<file path="src/rtl/stationAddrPkg.sv">
package stationAddrPkg;

  typedef enum logic [1:0] {
    ST_IDLE   = 2'd0,
    ST_FETCH  = 2'd1,
    ST_FINISH = 2'd2
  } loadState_t;

  typedef struct packed {
    logic clear;
    logic capture;
    logic keep;
    logic finish;
  } loadStrobe_t;

endpackage

</file>
<file path="src/rtl/addrLoadCtrl.sv">
module addrLoadCtrl
  import stationAddrPkg::*;
#(
  parameter int ROM_ADDR_W   = 8,
  parameter int STRIDE_SHIFT = 4,
  parameter int NUM_BYTES    = 8,
  parameter int ADDR_BYTES   = 6,
  parameter int READ_LAT     = 1
) (
  input  logic                  clk,
  input  logic                  rstN,
  input  logic                  startPulse,
  output logic [ROM_ADDR_W-1:0] romAddr,
  output loadStrobe_t           strb,
  output logic                  loadDone
);

  localparam int IDX_W = (NUM_BYTES > 1) ? $clog2(NUM_BYTES) : 1;
  localparam int LAT_W = $clog2(READ_LAT + 1);

  loadState_t       state;
  logic [IDX_W-1:0] byteIdx;
  logic [LAT_W-1:0] waitCnt;
  logic             dataReady;
  logic             lastByte;

  assign dataReady = (waitCnt == LAT_W'(READ_LAT));
  assign lastByte  = (byteIdx == IDX_W'(NUM_BYTES - 1));
  assign romAddr   = ROM_ADDR_W'({byteIdx, {STRIDE_SHIFT{1'b0}}});

  always_comb begin
    strb = '0;
    case (state)
      ST_IDLE:   strb.clear = startPulse;
      ST_FETCH: begin
        strb.capture = dataReady;
        strb.keep    = dataReady && ({1'b0, byteIdx} < (IDX_W + 1)'(ADDR_BYTES));
      end
      ST_FINISH: strb.finish = 1'b1;
      default:   strb = '0;
    endcase
  end

  always_ff @(posedge clk or negedge rstN) begin
    if (!rstN) begin
      state    <= ST_IDLE;
      byteIdx  <= '0;
      waitCnt  <= '0;
      loadDone <= 1'b0;
    end else begin
      loadDone <= strb.finish;
      case (state)
        ST_IDLE: begin
          if (startPulse) begin
            state   <= ST_FETCH;
            byteIdx <= '0;
            waitCnt <= '0;
          end
        end
        ST_FETCH: begin
          if (dataReady) begin
            waitCnt <= '0;
            if (lastByte) state <= ST_FINISH;
            else          byteIdx <= byteIdx + IDX_W'(1);
          end else begin
            waitCnt <= waitCnt + LAT_W'(1);
          end
        end
        ST_FINISH: state <= ST_IDLE;
        default:   state <= ST_IDLE;
      endcase
    end
  end

  // done never lasts past one cycle
  a_r8_done_pulse: assert property (@(posedge clk) disable iff (!rstN)
    loadDone |=> !loadDone);

  // address is held while its data is still in flight
  a_r2_addr_hold: assert property (@(posedge clk) disable iff (!rstN)
    (state == ST_FETCH && !strb.capture) |=> $stable(romAddr));

  // a start during a fetch neither restarts nor advances the walk
  a_r9_ignore_start: assert property (@(posedge clk) disable iff (!rstN)
    (state == ST_FETCH && startPulse && !strb.capture)
      |=> (state == ST_FETCH && $stable(byteIdx)));

  // done follows only a finish step
  a_r8_done_source: assert property (@(posedge clk) disable iff (!rstN)
    $rose(loadDone) |-> $past(state) == ST_FINISH);

endmodule

</file>
<file path="src/rtl/addrLoadPath.sv">
module addrLoadPath
  import stationAddrPkg::*;
#(
  parameter int          ADDR_BYTES  = 6,
  parameter logic [7:0]  CHECK_VALUE = 8'hFF
) (
  input  logic                    clk,
  input  logic                    rstN,
  input  loadStrobe_t             strb,
  input  logic [7:0]              romData,
  output logic [ADDR_BYTES*8-1:0] stationAddr,
  output logic                    addrValid,
  output logic                    sumFail
);

  localparam int ADDR_W = ADDR_BYTES * 8;

  logic [7:0]        mirByte;
  logic [7:0]        xorAcc;
  logic [ADDR_W-1:0] addrShift;

  for (genvar b = 0; b < 8; b++) begin : g_mirror
    assign mirByte[b] = romData[7 - b];
  end

  always_ff @(posedge clk or negedge rstN) begin
    if (!rstN) begin
      xorAcc      <= '0;
      addrShift   <= '0;
      stationAddr <= '0;
      addrValid   <= 1'b0;
      sumFail     <= 1'b0;
    end else if (strb.clear) begin
      xorAcc      <= '0;
      addrShift   <= '0;
      stationAddr <= '0;
      addrValid   <= 1'b0;
      sumFail     <= 1'b0;
    end else begin
      if (strb.capture) begin
        xorAcc <= xorAcc ^ mirByte;
        if (strb.keep) addrShift <= {addrShift[ADDR_W-9:0], mirByte};
      end
      if (strb.finish) begin
        if (xorAcc == CHECK_VALUE) begin
          stationAddr <= addrShift;
          addrValid   <= 1'b1;
          sumFail     <= 1'b0;
        end else begin
          stationAddr <= '0;
          addrValid   <= 1'b0;
          sumFail     <= 1'b1;
        end
      end
    end
  end

  // the two verdicts never coexist
  a_r5_verdict_excl: assert property (@(posedge clk) disable iff (!rstN)
    !(addrValid && sumFail));

  // a failed load shows no address
  a_r6_zero_on_fail: assert property (@(posedge clk) disable iff (!rstN)
    sumFail |-> stationAddr == '0);

  // an accepted start wipes the previous verdict
  a_r10_clear: assert property (@(posedge clk) disable iff (!rstN)
    strb.clear |=> (!addrValid && !sumFail && stationAddr == '0));

  // each finished load yields exactly one verdict
  a_r5_verdict_given: assert property (@(posedge clk) disable iff (!rstN)
    strb.finish |=> (addrValid != sumFail));

endmodule

</file>
<file path="src/rtl/stationAddrReader.sv">
module stationAddrReader
  import stationAddrPkg::*;
#(
  parameter int         ROM_ADDR_W   = 8,
  parameter int         STRIDE_SHIFT = 4,
  parameter int         NUM_BYTES    = 8,
  parameter int         ADDR_BYTES   = 6,
  parameter int         READ_LAT     = 1,
  parameter logic [7:0] CHECK_VALUE  = 8'hFF
) (
  input  logic                    clk,
  input  logic                    rstN,
  input  logic                    startPulse,
  output logic [ROM_ADDR_W-1:0]   romAddr,
  input  logic [7:0]              romData,
  output logic [ADDR_BYTES*8-1:0] stationAddr,
  output logic                    addrValid,
  output logic                    sumFail,
  output logic                    loadDone
);

  loadStrobe_t strb;

  addrLoadCtrl #(
    .ROM_ADDR_W  (ROM_ADDR_W),
    .STRIDE_SHIFT(STRIDE_SHIFT),
    .NUM_BYTES   (NUM_BYTES),
    .ADDR_BYTES  (ADDR_BYTES),
    .READ_LAT    (READ_LAT)
  ) u_ctrl (
    .clk       (clk),
    .rstN      (rstN),
    .startPulse(startPulse),
    .romAddr   (romAddr),
    .strb      (strb),
    .loadDone  (loadDone)
  );

  addrLoadPath #(
    .ADDR_BYTES (ADDR_BYTES),
    .CHECK_VALUE(CHECK_VALUE)
  ) u_path (
    .clk        (clk),
    .rstN       (rstN),
    .strb       (strb),
    .romData    (romData),
    .stationAddr(stationAddr),
    .addrValid  (addrValid),
    .sumFail    (sumFail)
  );

endmodule

</file>
<file path="config.mk">
export PLATFORM = sky130hd
export DESIGN_NAME = stationAddrReader
export DESIGN_NICKNAME = d
export VERILOG_FILES = /design/src/rtl/stationAddrPkg.sv /design/src/rtl/addrLoadCtrl.sv /design/src/rtl/addrLoadPath.sv /design/src/rtl/stationAddrReader.sv
export SDC_FILE = /design/constraint.sdc
export NUM_CORES = 1
export LEC_CHECK = 0
export ABC_AREA = 1
export CORE_ASPECT_RATIO = 1.5
export CORE_UTILIZATION = 54
export CTS_BUF_LIST = sky130_fd_sc_hd__clkbuf_4 sky130_fd_sc_hd__clkbuf_8 sky130_fd_sc_hd__clkbuf_16
export CTS_CLUSTER_SIZE = 14
export DETAILED_ROUTE_END_ITERATION = 8
export GPL_TIMING_DRIVEN = 0
export HOLD_SLACK_MARGIN = 0.12
export PLACE_DENSITY = 0.9
export SYNTH_ARGS = -nofsm -noshare
export SYNTH_HDL_FRONTEND = slang
export SYNTH_SLANG_ARGS = --single-unit
</file>
<file path="constraint.sdc">
create_clock -name clk -period 1.7 [get_ports clk]
set_clock_uncertainty 0.2 [all_clocks]
set_input_delay 0.34 -clock clk [delete_from_list [all_inputs] [get_ports clk]]
set_output_delay 0.34 -clock clk [all_outputs]
set_load 0.02 [all_outputs]
</file>
==> impl_metrics.csv <==
group,metric,value,unit
finish,antennaDiodeCount,0,
place,place_congestion,0.875,
clock_network,cts_sinks,113,
global_routing,grt_usage,0.277,
yosys,synthesis.area,4750,um^2
clock_network,clk_latency,0.41,ns
finish,final_common_cell,"nand2_1",
clock_network,ctsRootBufferMaster,"clkbuf_16",
yosys,avgSynthCellArea,8.87,um^2
global_routing,antenna_found_initial,0,
pwr,power_density,1620,nW/um^2
floorplan,fp.dieW,78.6,um
timing,fin_crit,1.71,ns
clock_network,cts_tree,"yes",
timing,slew_headroom,0.586,
floorplan,num_rows,41,
clock_network,cts-htree-levels,4,
critical_path,r2r_slack,-0.01,ns
place,hpwl,7860,um
run,drv_cap,0,
drt,firstDrtPassIters,7,
timing,drv_slew,0,
drt,vias_per_cell,5.67,
worst_hold_path,hold_path.class,"input pin to flip-flop",
critical_path,critical_path.endpoint_type,"flip-flop",
timing,rsz0062_at_grt,"true",
critical_path,required,1.85,ns
yosys,synth-seq-cells,113,
clock_network,cts_buffer_depth,2,
finish,syn2layout_area_growth,29.4,%
yosys,synth_area_leader_cell,"dfrtp_1",
timing,setup_tns,-0.0321,ns
critical_path,slowest_delay,0.47,ns
critical_path,worstPathMaxFanout,10,
critical_path,setup.worst_path.class,"flip-flop to flip-flop",
yosys,yosysUniqueCellTypes,21,
clock_network,clkTransAtPathRegs,0.05,ns
floorplan,io_pins,70,
pwr,ir_drop,0.00111,V
place,port_buffers,63,
finish,fin_nets,637,
yosys,yosys_warnings,0,
timing,fin_ws,-0.0104,ns
outcome,failed_checks,"setup timing",
floorplan,chipHeight,117,um
global_routing,grt_pass1_vias,4090,
yosys,seq_area_frac_synth,0.596,
pwr,p_leak,0.00353,uW
timing,setup_viol,7,
clock_network,cts_buffers,17,
critical_path,cpMostUsedCell,"inv_2",
timing,fin_crit_sh,1.01,
yosys,synth_area_leaders,"dfrtp_1 60%, nand3_1 16%, nand2_1 15%",
timing,tightest_slew,0.622,ns
global_routing,grt_pass1_wl,19100,um
floorplan,start_util,0.561,
floorplan,die_area,9180,um^2
drt,routedWlPerCell,16.0,um
drt,dr.first_iter.drc_count,495,
critical_path,cp_slowest_cell,"dfrtp_2",
timing,report.final.hold_viol_count,0,
drt,wl,11900,um
critical_path,crit_chain,"inv_2 -> nor2_2 -> inv_2 -> nor2_4 -> buf_6 -> buf_4 -> nand3_1 -> nand2_1",
drt,ant_nets,0,
finish,fillers,572,
yosys,synthCells,535,
finish,drive_gt1_frac,0.121,
critical_path,arrival,1.86,ns
global_routing,grt_max_degree,66,
floorplan,design.core.area,8460,um^2
finish,mostFrequentLayoutCells,"184 x nand2_1, 152 x nand3_1, 111 x dfrtp_1, 49 x dlygate4sd2_1, 17 x clkbuf_16",
drt,num_vias,4221,
critical_path,crit_path_start_kind,"flip-flop",
timing,max_freq,0.585,GHz
drt,drc_errors,0,
outcome,outcome,"finished with violations",
timing,fin_hold_ws,0.268,ns
global_routing,grt.overflow.total,0,
yosys,yosysTopAreaCellShare,0.596,
==> synthesized netlist by cell type (all sizes together) <==
master	instances
inv	14
o211ai	1
dfrtp	113
ha	2
conb	1
nor2	9
buf	30
xor2	8
nand3	153
o31ai	1
a21oi	4
nand2	186
o21ai	2
clkbuf	11
==> metrics by stage <==
stage	total power, uW	util	area [um^2]	setup WS [ns]	std cells
after CTS	9680	0.716	6060	-0.0766	743
after global routing	10400	0.726	6140	-0.0667	744
after floorplan	5580	-	4760	0.171	539
after global placement	6220	0.653	5530	-3.83	709
final	9930	0.726	6140	-0.0104	744
after detailed placement	6390	0.656	5550	-0.135	710
==> what timing repair did <==
action | 4_1_cts | 5_1_grt
setup buffers | 0 | 1
hold endpoints to repair | 48 | 0
gates resized for setup | 55 | 38
cloned | 0 | 0
hold buffers | 1 | 0
setup endpoints to repair | 108 | 104
==> cells by family (layout without fill, tap and decap cells) <==
| kind of cell | Yosys count | after routing | synth area share |
|---|---|---|---|
| buffers and inverters | 55 | 153 | 0.0538 |
| other | 1 | 5 | 0.000790 |
| AOI/OAI and AO/OA | 8 | 8 | 0.00949 |
| DFF | 113 | 113 | 0.596 |
| xor gates and xnor gates | 8 | 8 | 0.0148 |
| adders and majority gates | 2 | 2 | 0.00527 |
| and+or+nand+nor | 348 | 348 | 0.320 |
==> state kept, by name, indices dropped and copies added (netlist names) <==
register / count
u_ctrl.dataReady: 1
u_path.addrShift: 48
u_ctrl.byteIdx: 3
u_path.sumFail: 1
u_ctrl.state: 2
u_path.xorAcc: 8
u_ctrl.loadDone: 1
u_path.addrValid: 1
u_path.stationAddr: 48
==> worst max-delay path, delay by kind of cell (launching register included) <==
kind | cells | cell delay, ns
flip-flops | 1 | 0.47
buffers and inverters | 4 | 0.48
AND/OR/NAND/NOR | 4 | 0.50
==> power breakdown <==
group,switching (uW),internal (uW),leakage (uW)
clock network,1150,2140,0.000291
logic,1810,940,0.00173
registers,583,3300,0.00152
total,3550,6390,0.00353
==> per-layer routing <==
layer	share of wire	vias to the layer above	track usage
li1	-	1927	-
met1	0.36	2019	0.303
met2	0.54	216	0.468
met3	0.059	59	0.0891
met4	0.046	0	0.168
met5	0	-	0
==> final timing paths <==
| check | from | endpoint | cells after the start |
|---|---|---|---|
| min in group asynchronous | rstN | u_path.stationAddr[1]$_DFFE_PN0P_ | 2 |
| max in group asynchronous | rstN | u_path.addrShift[21]$_DFFE_PN0P_ | 3 |
| worst min register to register | u_path.stationAddr[32]$_DFFE_PN0P_ | u_path.stationAddr[32]$_DFFE_PN0P_ | 2 |
| worst max-delay path | u_ctrl.state[1]$_DFFE_PN0P_ | u_path.stationAddr[35]$_DFFE_PN0P_ | 8 |
| worst max register to register | u_ctrl.state[1]$_DFFE_PN0P_ | u_path.stationAddr[35]$_DFFE_PN0P_ | 8 |
| worst min-delay path | startPulse | u_ctrl.state[1]$_DFFE_PN0P_ | 3 |
==> area by class of cell <==
class,count,area (um^2),share of cell area
plain buffers,41,231,0.0377
clock buffers,27,538,0.0876
clock inverters,5,25.0,0.00407
inverters,14,52.6,0.00855
multi-input cells,371,1720,0.280
flip-flops and latches,113,2830,0.461
well taps,107,134,0.0218
repair buffers,66,612,0.0996
(Power assumes the default switching activity.)
